<file path="config.mk">
export PLATFORM = sky130hd
export DESIGN_NAME = nap_sequencer
export DESIGN_NICKNAME = d
export VERILOG_FILES = /design/src/rtl/nap_pkg.sv /design/src/rtl/nap_sync.sv /design/src/rtl/nap_inflight.sv /design/src/rtl/nap_fsm.sv /design/src/rtl/nap_sequencer.sv
export SDC_FILE = /design/constraint.sdc
export NUM_CORES = 1
export LEC_CHECK = 0
export BUFFER_PORTS_ARGS = -buffer_cell sky130_fd_sc_hd__buf_2
export CAP_MARGIN = 10
export CORE_AREA = 2 2 39 41
export CTS_CLUSTER_DIAMETER = 200
export DETAILED_ROUTE_END_ITERATION = 16
export DIE_AREA = 0 0 41 43
export GPL_TIMING_DRIVEN = 1
export PLACE_DENSITY = 0.68
export SYNTH_ARGS = -nofsm -noshare
export SYNTH_HDL_FRONTEND = slang
export SYNTH_HIERARCHICAL = 1
export SYNTH_SLANG_ARGS = --single-unit
</file>
<file path="constraint.sdc">
create_clock -name clk -period 2.2 [get_ports clk]
set_input_delay 0.22 -clock clk [delete_from_list [all_inputs] [get_ports clk]]
set_output_delay 0.22 -clock clk [all_outputs]
set_load 0.005 [all_outputs]
</file>
<file path="src/rtl/nap_pkg.sv">
package nap_pkg;
    typedef enum logic [2:0] {
        ST_AWAKE  = 3'd0,
        ST_ENTER  = 3'd1,
        ST_ASLEEP = 3'd2,
        ST_EXIT   = 3'd3,
        ST_RECOV  = 3'd4
    } nap_state_e;
endpackage

</file>
<file path="src/rtl/nap_sync.sv">
module nap_sync #(
    parameter int STAGES = 2
) (
    input  logic clk,
    input  logic rst_n,
    input  logic async_i,
    output logic sync_o
);
    logic [STAGES-1:0] sh_d, sh_q;

    always_comb begin
        sh_d = {sh_q[STAGES-2:0], async_i};
    end

    always_ff @(posedge clk or negedge rst_n) begin
        if (!rst_n) sh_q <= '0;
        else        sh_q <= sh_d;
    end

    assign sync_o = sh_q[STAGES-1];
endmodule

</file>
<file path="src/rtl/nap_inflight.sv">
module nap_inflight (
    input  logic clk,
    input  logic rst_n,
    input  logic accept_i,
    output logic pending_o
);
    logic pend_d, pend_q;

    always_comb begin
        pend_d = accept_i;
    end

    always_ff @(posedge clk or negedge rst_n) begin
        if (!rst_n) pend_q <= 1'b0;
        else        pend_q <= pend_d;
    end

    assign pending_o = pend_q;
endmodule

</file>
<file path="src/rtl/nap_fsm.sv">
module nap_fsm
    import nap_pkg::*;
#(
    parameter int ENTRY_CYC = 2,
    parameter int EXIT_CYC  = 2,
    parameter int RECOV_CYC = 2
) (
    input  logic clk,
    input  logic rst_n,
    input  logic req_s_i,
    input  logic sel_i,
    input  logic req_i,
    input  logic pending_i,
    output logic accept_o,
    output logic block_o,
    output logic sleep_o,
    output logic invalid_o,
    output logic entry_viol_o,
    output logic recov_viol_o
);
    localparam int MAXC = (ENTRY_CYC > EXIT_CYC)
                        ? ((ENTRY_CYC > RECOV_CYC) ? ENTRY_CYC : RECOV_CYC)
                        : ((EXIT_CYC > RECOV_CYC) ? EXIT_CYC : RECOV_CYC);
    localparam int CW = $clog2(MAXC + 1);
    localparam logic [CW-1:0] ENT_LD = CW'(ENTRY_CYC - 1);
    localparam logic [CW-1:0] EX_LD  = CW'(EXIT_CYC - 1);
    localparam logic [CW-1:0] RC_LD  = CW'(RECOV_CYC - 1);

    typedef struct packed {
        nap_state_e    st;
        logic [CW-1:0] cnt;
        logic          inval;
        logic          eviol;
        logic          rviol;
    } fsm_t;

    fsm_t st_d, st_q;

    always_comb begin
        st_d       = st_q;
        st_d.inval = 1'b0;
        st_d.eviol = 1'b0;
        st_d.rviol = 1'b0;
        accept_o   = (st_q.st == ST_AWAKE) && sel_i && req_i;
        case (st_q.st)
            ST_AWAKE: begin
                if (req_s_i) begin
                    st_d.st    = ST_ENTER;
                    st_d.cnt   = ENT_LD;
                    st_d.inval = accept_o || pending_i;
                    st_d.eviol = sel_i;
                end
            end
            ST_ENTER: begin
                if (st_q.cnt == '0) st_d.st  = ST_ASLEEP;
                else                st_d.cnt = st_q.cnt - CW'(1);
            end
            ST_ASLEEP: begin
                if (!req_s_i) begin
                    st_d.st  = ST_EXIT;
                    st_d.cnt = EX_LD;
                end
            end
            ST_EXIT: begin
                st_d.rviol = sel_i;
                if (st_q.cnt == '0) begin
                    st_d.st  = ST_RECOV;
                    st_d.cnt = RC_LD;
                end else begin
                    st_d.cnt = st_q.cnt - CW'(1);
                end
            end
            ST_RECOV: begin
                st_d.rviol = sel_i;
                if (st_q.cnt == '0) st_d.st  = ST_AWAKE;
                else                st_d.cnt = st_q.cnt - CW'(1);
            end
            default: st_d.st = ST_AWAKE;
        endcase
    end

    always_ff @(posedge clk or negedge rst_n) begin
        if (!rst_n) begin
            st_q.st    <= ST_AWAKE;
            st_q.cnt   <= '0;
            st_q.inval <= 1'b0;
            st_q.eviol <= 1'b0;
            st_q.rviol <= 1'b0;
        end else begin
            st_q <= st_d;
        end
    end

    assign block_o      = (st_q.st != ST_AWAKE);
    assign sleep_o      = (st_q.st == ST_ASLEEP);
    assign invalid_o    = st_q.inval;
    assign entry_viol_o = st_q.eviol;
    assign recov_viol_o = st_q.rviol;
endmodule

</file>
<file path="src/rtl/nap_sequencer.sv">
module nap_sequencer #(
    parameter int SYNC_STAGES = 2,
    parameter int ENTRY_CYC   = 2,
    parameter int EXIT_CYC    = 2,
    parameter int RECOV_CYC   = 2
) (
    input  logic clk,
    input  logic rst_n,
    input  logic sleep_pin_i,
    input  logic sel_i,
    input  logic req_i,
    output logic block_o,
    output logic sleep_o,
    output logic invalid_o,
    output logic entry_viol_o,
    output logic recov_viol_o
);
    logic req_s;
    logic accept;
    logic pending;

    nap_sync #(.STAGES(SYNC_STAGES)) u_sync (
        .clk     (clk),
        .rst_n   (rst_n),
        .async_i (sleep_pin_i),
        .sync_o  (req_s)
    );

    nap_inflight u_inflight (
        .clk       (clk),
        .rst_n     (rst_n),
        .accept_i  (accept),
        .pending_o (pending)
    );

    nap_fsm #(
        .ENTRY_CYC (ENTRY_CYC),
        .EXIT_CYC  (EXIT_CYC),
        .RECOV_CYC (RECOV_CYC)
    ) u_fsm (
        .clk          (clk),
        .rst_n        (rst_n),
        .req_s_i      (req_s),
        .sel_i        (sel_i),
        .req_i        (req_i),
        .pending_i    (pending),
        .accept_o     (accept),
        .block_o      (block_o),
        .sleep_o      (sleep_o),
        .invalid_o    (invalid_o),
        .entry_viol_o (entry_viol_o),
        .recov_viol_o (recov_viol_o)
    );
endmodule

</file>
==> Implementation_results.wiki, run 1 <==
{| class="wikitable"
! Metric !! Value
|-
| Total nets after synthesis || 58
|-
| First DRT Iteration DRCs || 11
|-
| Clock tree from TritonCTS || done
|-
| Cell area after placement || 574 µm²
|-
| Core box area || 1380 µm²
|-
| VDD IR max || 0.556 mV
|-
| Commonest cells after routing, fill and taps aside || dfrtp_1 (11), buf_2 (9), nand2_1 (5), inv_1 (4), a21oi_1 (4)
|-
| Final Routed Wirelength || 909 µm
|-
| Yosys cell types || 23
|-
| Number of buffer cells added on primary ports || 9
|-
| Count of instances resized after the clock tree is built || 0
|-
| Result of the run || completed
|-
| Routability congestion estimate || 0.722
|-
| Antenna Diode Count || 0
|-
| Count of buffer and inverter cells on the critical path || 2
|-
| TNS Setup || 0 ns
|-
| DR WL met2 || 441 µm
|-
| H-tree lvl count || 1
|-
| Syn Inst Count || 51
|-
| Register-to-register path setup slack || 0.81 ns
|-
| Total I/O pin count || 10
|-
| Setup Buffers After CTS || 0
|-
| Layout cell share with drive strength beyond 1 || 22.6%
|-
| Number of filler cells placed in the layout || 139
|-
| Antenna violations before repair || 0
|-
| P_sw || 0.000317 W
|-
| Total number of vias || 377
|-
| Via count of the first global-routing pass || 342
|-
| Standard cell with the maximum stage delay on the critical path || dfrtp_1
|-
| Final instance area || 611 µm²
|-
| Cells on worst reg2reg path || 6
|-
| P&R area growth vs syn || 13.2%
|-
| ANT nets after route || 0
|-
| Kind of capture point of the worst setup path || primary output
|-
| First-pass GRT wire length || 1460 µm
|-
| # hold bufs at CTS || 1
|-
| Seq pwr share || 42.9%
|-
| Total number of nets in the final design || 70
|-
| Leading cell type in the layout, fill and taps excluded || dfrtp_1
|-
| Final cycle utilization of the critical path || 64.6%
|-
| Startpoint type of the worst setup path || flip-flop
|-
| Layout Skew || 0.00406 ns
|-
| Final count of hold timing violations || 0
|-
| Register area share after synthesis || 51.0%
|-
| Data required time of the worst path || 1.98 ns
|-
| Worst reg2reg path endpoint || u_fsm/st_q[4]
|-
| Clock group share of total power || 16.0%
|-
| Area used by multi-input combinational logic || 219 µm²
|-
| Total clock sinks || 11
|-
| Post-Synthesis Mean Instance Area || 10.6 µm²
|-
| Critical path class || flip-flop to primary output
|-
| Launch point of the worst reg-to-reg path || u_fsm/st_q[3]
|-
| Pin slew with the least headroom to its limit || 0.354 ns
|-
| Cells along the critical path || nor3_4, inv_1, buf_2
|-
| Capture endpoint of the worst hold path || u_sync/sh_q[0]
|-
| Total power per unit cell area || 1350 nW/µm²
|-
| Detailed-route wire length on metal 1 || 428 µm
|-
| Total GRT Usage || 13.1%
|-
| Kind of cell adding the most delay to the critical path || flip-flops
|-
| X dimension of the die || 41 µm
|-
| Largest driver fanout on the critical path || 10
|-
| Leak pwr || 0.310 nW
|-
| Top Metal Used || met3
|-
| Maximum number of pins on one net before global-route repair || 12
|-
| CP peak stage delay || 0.50 ns
|-
| Flip-flop and latch area || 275 µm²
|-
| Detailed-route DRC error count || 0
|-
| Gate power share || 41.1%
|-
| Worst hold slack after final layout || 0.0624 ns
|-
| Worst min path class || input port to flip-flop
|-
| Area of the mapped netlist || 539 µm²
|-
| Number of synthesized register bits || 11
|-
| Clock tree root buffer cell || clkbuf_4
|-
| Final min period || 1.42 ns
|-
| Maximum number of buffers from clock root to sink || 2
|-
| Number of detailed-route iterations in the first pass || 4
|-
| Max Clock Freq || 0.703 GHz
|-
| Number of buffers inserted during clock tree synthesis || 3
|-
| Total of max-cap violations || 0
|-
| Design internal power || 0.000507 W
|-
| Finish-stage setup viols || 0
|-
| Relative max-transition margin || 76.4%
|-
| Die H || 43 µm
|-
| Arrival time at the worst endpoint || 1.20 ns
|-
| Half-perimeter wire length after detailed placement || 692 µm
|-
| Setup repair after global routing missed its margin || false
|-
| Overall die area || 1760 µm²
|-
| Source-to-sink clock delay at the later pin of the worst-skew pair || 0.26 ns
|-
| Switching share of power || 38.5%
|-
| Gr ovfl total || 0
|-
| End-of-flow core utilization || 44.1%
|-
| Vias per Instance || 4.83
|-
| Detail-routed net length per standard cell || 11.7 µm
|-
| Starting density of the core || 39.0%
|-
| Clock transition time at the flip-flop clock pins of the worst setup and hold paths || 0.07 ns
|-
| Hold Crit Start || sleep_pin_i
|-
| Cell row count || 14
|-
| Hold Path Cell Cnt || 1
|-
| Routed length on met3 || 38 µm
|-
| Warning count from the yosys run || 6
|-
| Pins over their slew limit || 0
|}
metrics by stage:
step | cells | worst slack (ns) | total power, W
after detailed placement | 73 | 0.830 | 0.000695
after floorplan | 51 | 0.966 | 0.000648
after global routing | 78 | 0.693 | 0.000899
after CTS | 78 | 0.768 | 0.000836
after global placement | 73 | 0.884 | 0.000681
final | 78 | 0.778 | 0.000824
per-layer routing:
| metal | up-vias | global-route usage (%) |
|---|---|---|
| met4 | 0 | 4.00 |
| met2 | 8 | 18.4 |
| met1 | 177 | 16.3 |
| met5 | - | 0 |
| li1 | 192 | - |
| met3 | 0 | 7.85 |
cells in the mapped netlist:
library cell,count,area (µm²)
dfrtp_1,11,275
nand2_1,5,18.8
a21oi_1,4,20.0
inv_1,4,15.0
nor2_1,3,11.3
o21ai_0,3,15.0
and2b_1,2,15.0
and3_1,2,12.5
buf_6,2,22.5
ha_1,2,25.0
a21boi_0,1,7.51
a2bb2oi_1,1,8.76
buf_4,1,7.51
mux2i_1,1,10.0
nand2b_1,1,6.26
nand3_1,1,5.00
nor2b_1,1,6.26
nor3_4,1,16.3
nor3b_1,1,7.51
o211a_1,1,10.0
o21ai_1,1,5.00
o31a_2,1,10.0
xor2_1,1,8.76
worst register-to-register path: stages, from the launching register on:
cell	delay, ns
dfrtp_1	0.41
inv_1	0.07
ha_1	0.24
nand2b_1	0.07
a21oi_1	0.14
o211a_1	0.17
mux2i_1	0.20
power groups by stage:
stage	combinational (W)	clock (W)	sequential, W
floorplan	0.000358	0	0.000290
global placement	0.000326	0	0.000356
detailed placement	0.000338	0	0.000357
CTS	0.000342	0.000141	0.000354
global route	0.000385	0.000148	0.000366
finish	0.000338	0.000132	0.000353
flip-flops by register name (all words and copies together) (netlist names):
signal and count:
u_fsm/entry_viol_o 1, u_fsm/invalid_o 1, u_fsm/recov_viol_o 1, u_fsm/st_q 5
u_inflight/pending_o 1, u_sync/sh_q 2
cells by family after synthesis:
kind of cell    Yosys count  synth area share, %
fa+ha+maj                 2                 4.64
simple gates             17                 18.3
mux                       1                 1.86
buf+inv                   7                 8.35
xor+xnor                  1                 1.62
flops                    11                 51.0
compound gates           12                 14.2
layout make-up:
type                            instances  area share, %
Inverter                                4           2.46
Tap cell                               16           3.28
Timing Repair Buffer                   10           9.02
Clock buffer                            4           4.30
Multi-Input combinational cell         33           35.9
Sequential cell                        11           45.1
worst max path at each step:
stage                              from       endpoint  slack [ns]  depth (start not counted)
after floorplan           u_fsm/st_q[3]  u_fsm/st_q[4]        0.97                          6
after global placement    u_fsm/st_q[3]  u_fsm/st_q[4]        0.88                          6
after detailed placement  u_fsm/st_q[3]  u_fsm/st_q[4]        0.83                          6
after CTS                 u_fsm/st_q[6]        block_o        0.77                          3
after global routing      u_fsm/st_q[6]        sleep_o        0.69                          2
final                     u_fsm/st_q[6]        block_o        0.78                          3
(Power assumes the default switching activity.)
==> run 2: changes to the inputs <==
- clock period: 2.2 -> 1.46 ns (I/O delays scaled with it)
==> run 2 against run 1 <==
  * Power is 57% higher
  * Largest cell class unchanged
  * Critical path depth stayed put
  * Largest power group is now combinational logic
  * Non-clock buffer count is 2 higher
==> Implementation_results.wiki, run 2 (synthesis gave the netlist of run 1 again) <==
{| class="wikitable"
! Metric !! Value
|-
| Result of the run || completed
|-
| Clock tree root buffer cell || clkbuf_4
|-
| Antenna violations before repair || 0
|-
| Number of filler cells placed in the layout || 133
|-
| Cell row count || 14
|-
| Leading cell type in the layout, fill and taps excluded || dfrtp_1
|-
| Count of buffer and inverter cells on the critical path || 2
|-
| Finish-stage setup viols || 0
|-
| Pin slew with the least headroom to its limit || 0.347 ns
|-
| Die H || 43 µm
|-
| Final min period || 1.33 ns
|-
| Source-to-sink clock delay at the later pin of the worst-skew pair || 0.26 ns
|-
| Top register by number of flip-flops || u_fsm/st_q
|-
| Flip-flop and latch area || 275 µm²
|-
| P&R area growth vs syn || 18.8%
|-
| Kind of cell adding the most delay to the critical path || flip-flops
|-
| Clock transition time at the flip-flop clock pins of the worst setup and hold paths || 0.06 ns
|-
| X dimension of the die || 41 µm
|-
| Largest driver fanout on the critical path || 10
|-
| Total number of nets in the final design || 72
|-
| Layout cell share with drive strength beyond 1 || 25.0%
|-
| Relative max-transition margin || 76.9%
|-
| Half-perimeter wire length after detailed placement || 633 µm
|-
| Vias per Instance || 4.79
|-
| Number of buffer cells added on primary ports || 9
|-
| First-pass GRT wire length || 1440 µm
|-
| Non-filler cells, final || 80
|-
| Detail-routed net length per standard cell || 11.4 µm
|-
| Startpoint type of the worst setup path || flip-flop
|-
| Max Clock Freq || 0.749 GHz
|-
| Via count of the first global-routing pass || 346
|-
| Total GRT Usage || 12.6%
|-
| Core box area || 1380 µm²
|-
| Registers with the highest flip-flop counts || u_fsm/st_q (5), u_sync/sh_q (2)
|-
| Data required time of the worst path || 1.31 ns
|-
| Cells along the critical path || nor3_4, inv_1, buf_2
|-
| Layout Skew || 0.00265 ns
|-
| Final count of hold timing violations || 0
|-
| Number of buffers inserted during clock tree synthesis || 3
|-
| Leak pwr || 0.320 nW
|-
| H-tree lvl count || 1
|-
| Starting density of the core || 39.0%
|-
| Commonest cells after routing, fill and taps aside || dfrtp_1 (11), buf_2 (9), nand2_1 (5), inv_1 (4), a21oi_1 (4)
|-
| Routability congestion estimate || 0.717
|-
| Number of detailed-route iterations in the first pass || 4
|-
| Maximum number of pins on one net before global-route repair || 12
|-
| Total power per unit cell area || 2020 nW/µm²
|-
| Arrival time at the worst endpoint || 1.19 ns
|-
| Detailed-route DRC error count || 0
|-
| Gr ovfl total || 0
|-
| Overall die area || 1760 µm²
|-
| Total clock sinks || 11
|-
| Kind of capture point of the worst setup path || primary output
|-
| Final Routed Wirelength || 908 µm
|-
| Clock tree from TritonCTS || done
|-
| Pins over their slew limit || 0
|-
| Worst min path class || input port to flip-flop
|-
| Antenna Diode Count || 0
|-
| Number of flip-flops in the largest register || 5
|-
| Total of max-cap violations || 0
|-
| Total number of vias || 383
|-
| CP peak stage delay || 0.50 ns
|-
| Overall power consumption || 0.00130 W
|-
| Maximum number of buffers from clock root to sink || 2
|-
| Standard cell with the maximum stage delay on the critical path || dfrtp_1
|-
| Area used by multi-input combinational logic || 231 µm²
|-
| Dpl cells || 73
|-
| First DRT Iteration DRCs || 5
|-
| ANT nets after route || 0
|-
| VDD IR max || 0.813 mV
|-
| Critical path class || flip-flop to primary output
|-
| Total I/O pin count || 10
|-
| Final cycle utilization of the critical path || 91.4%
|}
## run 2: final timing paths
kind	slack (ns)	to	from	depth (start not counted)
min reg2reg	0.35	u_sync/sh_q[1]	u_sync/sh_q[0]	0
max in group asynchronous	0.99	u_fsm/st_q[4]	rst_n	2
max reg2reg	0.15	u_fsm/st_q[4]	u_fsm/st_q[3]	6
max	0.13	block_o	u_fsm/st_q[6]	3
min in group asynchronous	0.28	u_fsm/entry_viol_o	rst_n	2
min	0.15	u_inflight/pending_o	req_i	2
## run 2: layer usage
layer,vias up,share of wire (%),global-route usage (%)
met5,-,0,0
met4,0,1.1,10.0
met3,2,2.2,4.71
met2,6,51,17.5
met1,179,45,14.9
li1,196,-,-
## run 2: timing repair
action                                  in CTS  in global routing
endpoints found under the setup margin       0                  1
hold buffers                                 2                  0
buffers inserted                             0                  1
endpoints found under the hold margin       12                  0
resized for setup                            0                  2
## run 2: layout make-up
| type | instances | share of cell area [%] |
|---|---|---|
| inverters | 4 | 2.34 |
| clock buffers | 4 | 4.10 |
| multi-input cells | 33 | 36.1 |
| repair buffers | 12 | 11.3 |
| flip-flops and latches | 11 | 43.0 |
| well taps | 16 | 3.13 |
## run 2: stage by stage
stage / setup WS (ns) / cell area, µm² / TNS, ns / util, % / hold WS [ns]
4_1_cts: 0.0997 / 621 / 0 / 44.8 / 0.141
6_report: 0.126 / 641 / 0 / 46.3 / 0.150
5_1_grt: -0.00956 / 641 / -0.00956 / 46.3 / 0.161
3_3_place_gp: 0.159 / 574 / 0 / 41.5 / 0.0189
2_1_floorplan: 0.226 / 539 / 0 / - / -0.150
3_5_place_dp: 0.118 / 574 / 0 / 41.5 / 0.0254
## run 2: power by group
part / internal, W / total (W) / switching [W]
combinational: 0.000307 / 0.000564 / 0.000258
sequential: 0.000394 / 0.000530 / 0.000135
clock: 0.000106 / 0.000201 / 0.0000957
